### config.mk
export PLATFORM = sky130hd
export DESIGN_NAME = kport_irq
export DESIGN_NICKNAME = d
export VERILOG_FILES = /design/src/rtl/kport_irq.sv
export SDC_FILE = /design/constraint.sdc
export NUM_CORES = 1
export LEC_CHECK = 0
export ABC_CLOCK_PERIOD_IN_PS = 1100
export BUFFER_PORTS_ARGS = -buffer_cell sky130_fd_sc_hd__buf_2
export CAP_MARGIN = 20
export CORE_MARGIN = 2
export CORE_UTILIZATION = 53
export DETAILED_ROUTE_END_ITERATION = 10
export GPL_TIMING_DRIVEN = 0
export PLACE_DENSITY = 0.87
export SYNTH_ARGS = -nofsm -noshare
export SYNTH_HDL_FRONTEND = slang
export SYNTH_SLANG_ARGS = --single-unit
### constraint.sdc
create_clock -name clk -period 1.1 [get_ports clk]
set_clock_uncertainty 0.05 [all_clocks]
set_input_delay 0.055 -clock clk [delete_from_list [all_inputs] [get_ports clk]]
set_output_delay 0.055 -clock clk [all_outputs]
set_load 0.1 [all_outputs]
### src/rtl/kport_irq.sv
module kport_irq #(
  parameter int WIDTH         = 4,
  parameter int SYNC_STAGES   = 2,
  parameter int STABLE_CYCLES = 2
) (
  input  logic             clk,
  input  logic             rst_n,
  input  logic [WIDTH-1:0] pin_in,
  input  logic             bus_rd,
  input  logic             bus_wr,
  input  logic [1:0]       bus_addr,
  input  logic [WIDTH-1:0] bus_wdata,
  output logic [WIDTH-1:0] bus_rdata,
  output logic             irq
);
  localparam int CW = $clog2(STABLE_CYCLES + 1);
  localparam int SW = SYNC_STAGES * WIDTH;

  logic [SW-1:0]    sync_sh;
  logic [WIDTH-1:0] syn, filt, mask, armed, armed_q;
  logic [CW-1:0]    cnt [WIDTH];
  logic             flag, rise, rd_flag, wr_mask;

  assign syn     = sync_sh[SW-1 -: WIDTH];
  assign armed   = filt & mask;
  assign rise    = |(armed & ~armed_q);
  assign rd_flag = bus_rd && bus_addr == 2'd2;
  assign wr_mask = bus_wr && bus_addr == 2'd1;
  assign irq     = flag;

  always_ff @(posedge clk or negedge rst_n)
    if (!rst_n) sync_sh <= '0;
    else        sync_sh <= {sync_sh[SW-WIDTH-1:0], pin_in};

  always_ff @(posedge clk or negedge rst_n)
    if (!rst_n) begin
      filt <= '0;
      for (int i = 0; i < WIDTH; i++) cnt[i] <= '0;
    end else begin
      for (int i = 0; i < WIDTH; i++) begin
        if (syn[i] == filt[i]) cnt[i] <= '0;
        else if (cnt[i] == CW'(STABLE_CYCLES - 1)) begin
          filt[i] <= syn[i];
          cnt[i]  <= '0;
        end else cnt[i] <= cnt[i] + 1'b1;
      end
    end

  always_ff @(posedge clk or negedge rst_n)
    if (!rst_n) begin
      mask    <= '0;
      armed_q <= '0;
      flag    <= 1'b0;
    end else begin
      if (wr_mask) mask <= bus_wdata;
      armed_q <= armed;
      if (rise)         flag <= 1'b1;
      else if (rd_flag) flag <= 1'b0;
    end

  always_comb begin
    bus_rdata = '0;
    if (bus_rd)
      case (bus_addr)
        2'd0:    bus_rdata = filt;
        2'd1:    bus_rdata = mask;
        2'd2:    bus_rdata = {{(WIDTH-1){1'b0}}, flag};
        default: bus_rdata = '0;
      endcase
  end

  p_filter_r3: assert property (@(posedge clk) disable iff (!rst_n)
    !$stable(filt) |-> $past(syn) == filt);
  p_mask_wr_r4: assert property (@(posedge clk) disable iff (!rst_n)
    wr_mask |=> mask == $past(bus_wdata));
  p_set_r5: assert property (@(posedge clk) disable iff (!rst_n)
    rise |=> flag);
  p_rise_cause_r6: assert property (@(posedge clk) disable iff (!rst_n)
    $rose(flag) |-> $past(|(filt & mask)));
  p_clear_r8: assert property (@(posedge clk) disable iff (!rst_n)
    (rd_flag && !rise) |=> !irq);
  p_hold_r10: assert property (@(posedge clk) disable iff (!rst_n)
    (irq && !rd_flag) |=> irq);
endmodule

==> flow_summary.json <==
{
  "grt_max_degree": 30,
  "synth_cells": 78,
  "cts_sinks": 29,
  "io_pins": 19,
  "cp_data_arrival_time_ns": 1.24,
  "port_buffers": 17,
  "rsz0062_at_grt": "yes",
  "crit_required_ns": 1.00,
  "fin_util_pct": 80.5,
  "critPathMaxFanout": 2,
  "drt_wl_total_um": 1910,
  "syn-cell-area_um2": 1100,
  "grt-ovfl-total": 0,
  "violations": "setup timing",
  "cts-root-buf": "clkbuf_4",
  "grt_pass1_wl_um": 3350,
  "vdd_drop_max_v": 0.00124,
  "gp_congestion": 0.756,
  "ant_nets": 0,
  "grt_util_all_layers_pct": 18.7,
  "post_drt_wl_per_cell_um": 13.0,
  "end_kind": "output port",
  "setup_viol": 7,
  "fmax_mhz": 744,
  "n_fill_cell": 119,
  "vias": 695,
  "cts_tree": "yes",
  "fp.dieW_um": 49.5,
  "hold_path_class": "primary input to register",
  "row_count": 16,
  "drc": 0,
  "period_share_pct": 122,
  "drv_cap": 0,
  "htree_levels": 2,
  "synth-adder-area-share_pct": 0,
  "fin_nets": 133,
  "worstRegToRegCells": 4,
  "synth-xor-area-share_pct": 3.19,
  "ys_ff_latch": 29,
  "via_per_inst": 4.73,
  "seq_area_frac_synth_pct": 66.1,
  "slew_violations": 0,
  "final-hold-violation-count": 0,
  "yosys.area_share.simple_pct": 12.7,
  "period_needed_ns": 1.34,
  "core_area_um2": 1960,
  "p_leak_nw": 0.775,
  "insertion_delay_ns": 0.30,
  "worstHoldPathCells": 3,
  "syn_area_per_cell_um2": 14.1,
  "dieArea_um2": 2450,
  "antenna_found_initial": 0,
  "drive_gt1_share_pct": 46.7,
  "diodes": 0,
  "die_h_um": 49.5,
  "seqCellArea_um2": 727,
  "synth-compound-area-share_pct": 2.39,
  "relSlewSlack_pct": 60.0,
  "cts_buffer_depth": 2,
  "hpwl_um": 1200,
  "synth_top_family_by_area": "multiplexers",
  "tightest_slew_ns": 0.601,
  "run_status": "finished with violations",
  "multi_input_area_um2": 427,
  "setup_ws_ns": -0.244,
  "synthMuxAreaShare_pct": 13.2,
  "drtIter0Drc": 3,
  "tns_ns": -0.803,
  "clk_pin_slew_ns": 0.08,
  "pre_cts_ws_ns": -0.216,
  "dr.pass1.iters": 4,
  "yosys_warnings": 0,
  "start_kind": "register",
  "synth_nets": 92,
  "total_power_mw": 3.40,
  "start_util_pct": 55.9,
  "p_per_area_nw_per_um2": 2160,
  "syn_to_final_growth_pct": 43.9,
  "grt_pass1_vias": 771,
  "cts_buffers": 5,
  "crit_type": "register to output port",
  "synth.distinct_cells": 17
}
## final timing paths
check	from	endpoint	slack, ns
min in group asynchronous	rst_n	armed_q[3]$_DFF_PN0_	0.24
max	filt[0]$_DFFE_PN0P_	bus_rdata[0]	-0.24
min reg2reg	sync_sh[2]$_DFF_PN0_	sync_sh[6]$_DFF_PN0_	0.30
max reg2reg	filt[3]$_DFFE_PN0P_	cnt[1]$_DFF_PN0_	-0.02
max in group asynchronous	rst_n	irq$_DFFE_PN0P_	0.34
min	bus_rd	irq$_DFFE_PN0P_	0.05
## metal layers
layer / global-route usage (%) / up-vias / wire length, um
li1: - / 336 / -
met1: 23.2 / 333 / 844
met2: 28.6 / 22 / 938
met3: 8.18 / 4 / 89
met4: 8.33 / 0 / 40
met5: 0 / - / 0
## per-stage QoR
stage,instance area (um2),hold slack [ns],std cells
2_1_floorplan,1120,-0.291,78
3_3_place_gp,1240,0.0356,122
3_5_place_dp,1240,0.0539,122
4_1_cts,1510,0.0275,145
5_1_grt,1580,0.0233,147
6_report,1580,0.0502,147
## synth_stat cells
| cell type | instances | share of area (%) |
|---|---|---|
| a211o_1 | 1 | 0.80 |
| and2_1 | 5 | 2.9 |
| buf_6 | 1 | 1.0 |
| dfrtp_1 | 29 | 66 |
| inv_1 | 4 | 1.4 |
| mux2_2 | 4 | 4.1 |
| mux2_4 | 4 | 5.5 |
| mux2i_1 | 4 | 3.6 |
| nand2_1 | 4 | 1.4 |
| nand2b_1 | 1 | 0.57 |
| nand3b_1 | 2 | 1.4 |
| nand3b_4 | 1 | 1.8 |
| nor2_1 | 7 | 2.4 |
| nor2b_1 | 4 | 2.3 |
| o21ai_0 | 1 | 0.46 |
| o22ai_1 | 2 | 1.1 |
| xnor2_1 | 4 | 3.2 |
## state kept, by name (all words and copies together) (netlist names)
signal and count:
armed_q 4, cnt 8, filt 4, irq 1
mask 4, sync_sh 8
## kinds of logic (layout without fill, tap and decap cells)
| logic type | after synthesis | in the layout |
|---|---|---|
| flip-flops | 29 | 29 |
| XOR/XNOR | 4 | 4 |
| buffers and inverters | 5 | 47 |
| AO/OA/AOI/OAI | 4 | 4 |
| AND/OR/NAND/NOR | 24 | 24 |
| multiplexers | 12 | 12 |
## cells in the final DEF (no fill, tap or decap), drive strengths merged
cell type and count:
mux2i 4, a211o 1, mux2 8, inv 4
buf 26, dfrtp 29, nor2 7, nand3b 3
xnor2 4, nand2 4, o21ai 1, dlygate4sd3 9
o22ai 2, nand2b 1, nor2b 4, and2 5
clkbuf 8
## what timing repair did
| item | 4_1_cts | 5_1_grt |
|---|---|---|
| gates cloned | 0 | 0 |
| hold buffers | 9 | 0 |
| setup endpoints to repair | 5 | 9 |
| hold endpoints to repair | 37 | 0 |
| setup buffers | 6 | 4 |
| pin swaps | 4 | 7 |
| resized for setup | 23 | 12 |
## area by class of cell
class	count	area share, %
tap	27	2.14
multi-input combinational	44	27.0
clock buffer	8	3.09
timing repair buffer	34	20.0
inverter	4	0.951
sequential	29	46.0
buffer	1	0.713
## power by group
group          internal, mW  switching, mW
Clock                 0.254          0.307
Combinational         0.706          0.659
Sequential             1.32          0.162
Total                  2.28           1.13
## worst max-delay path, stage by stage, from the launching register on
cell	delay, ns
dfrtp_1	0.40
mux2i_1	0.15
o21ai_1	0.08
and2_4	0.14
buf_12	0.16
No activity file was read; power rests on OpenSTA's default activity.
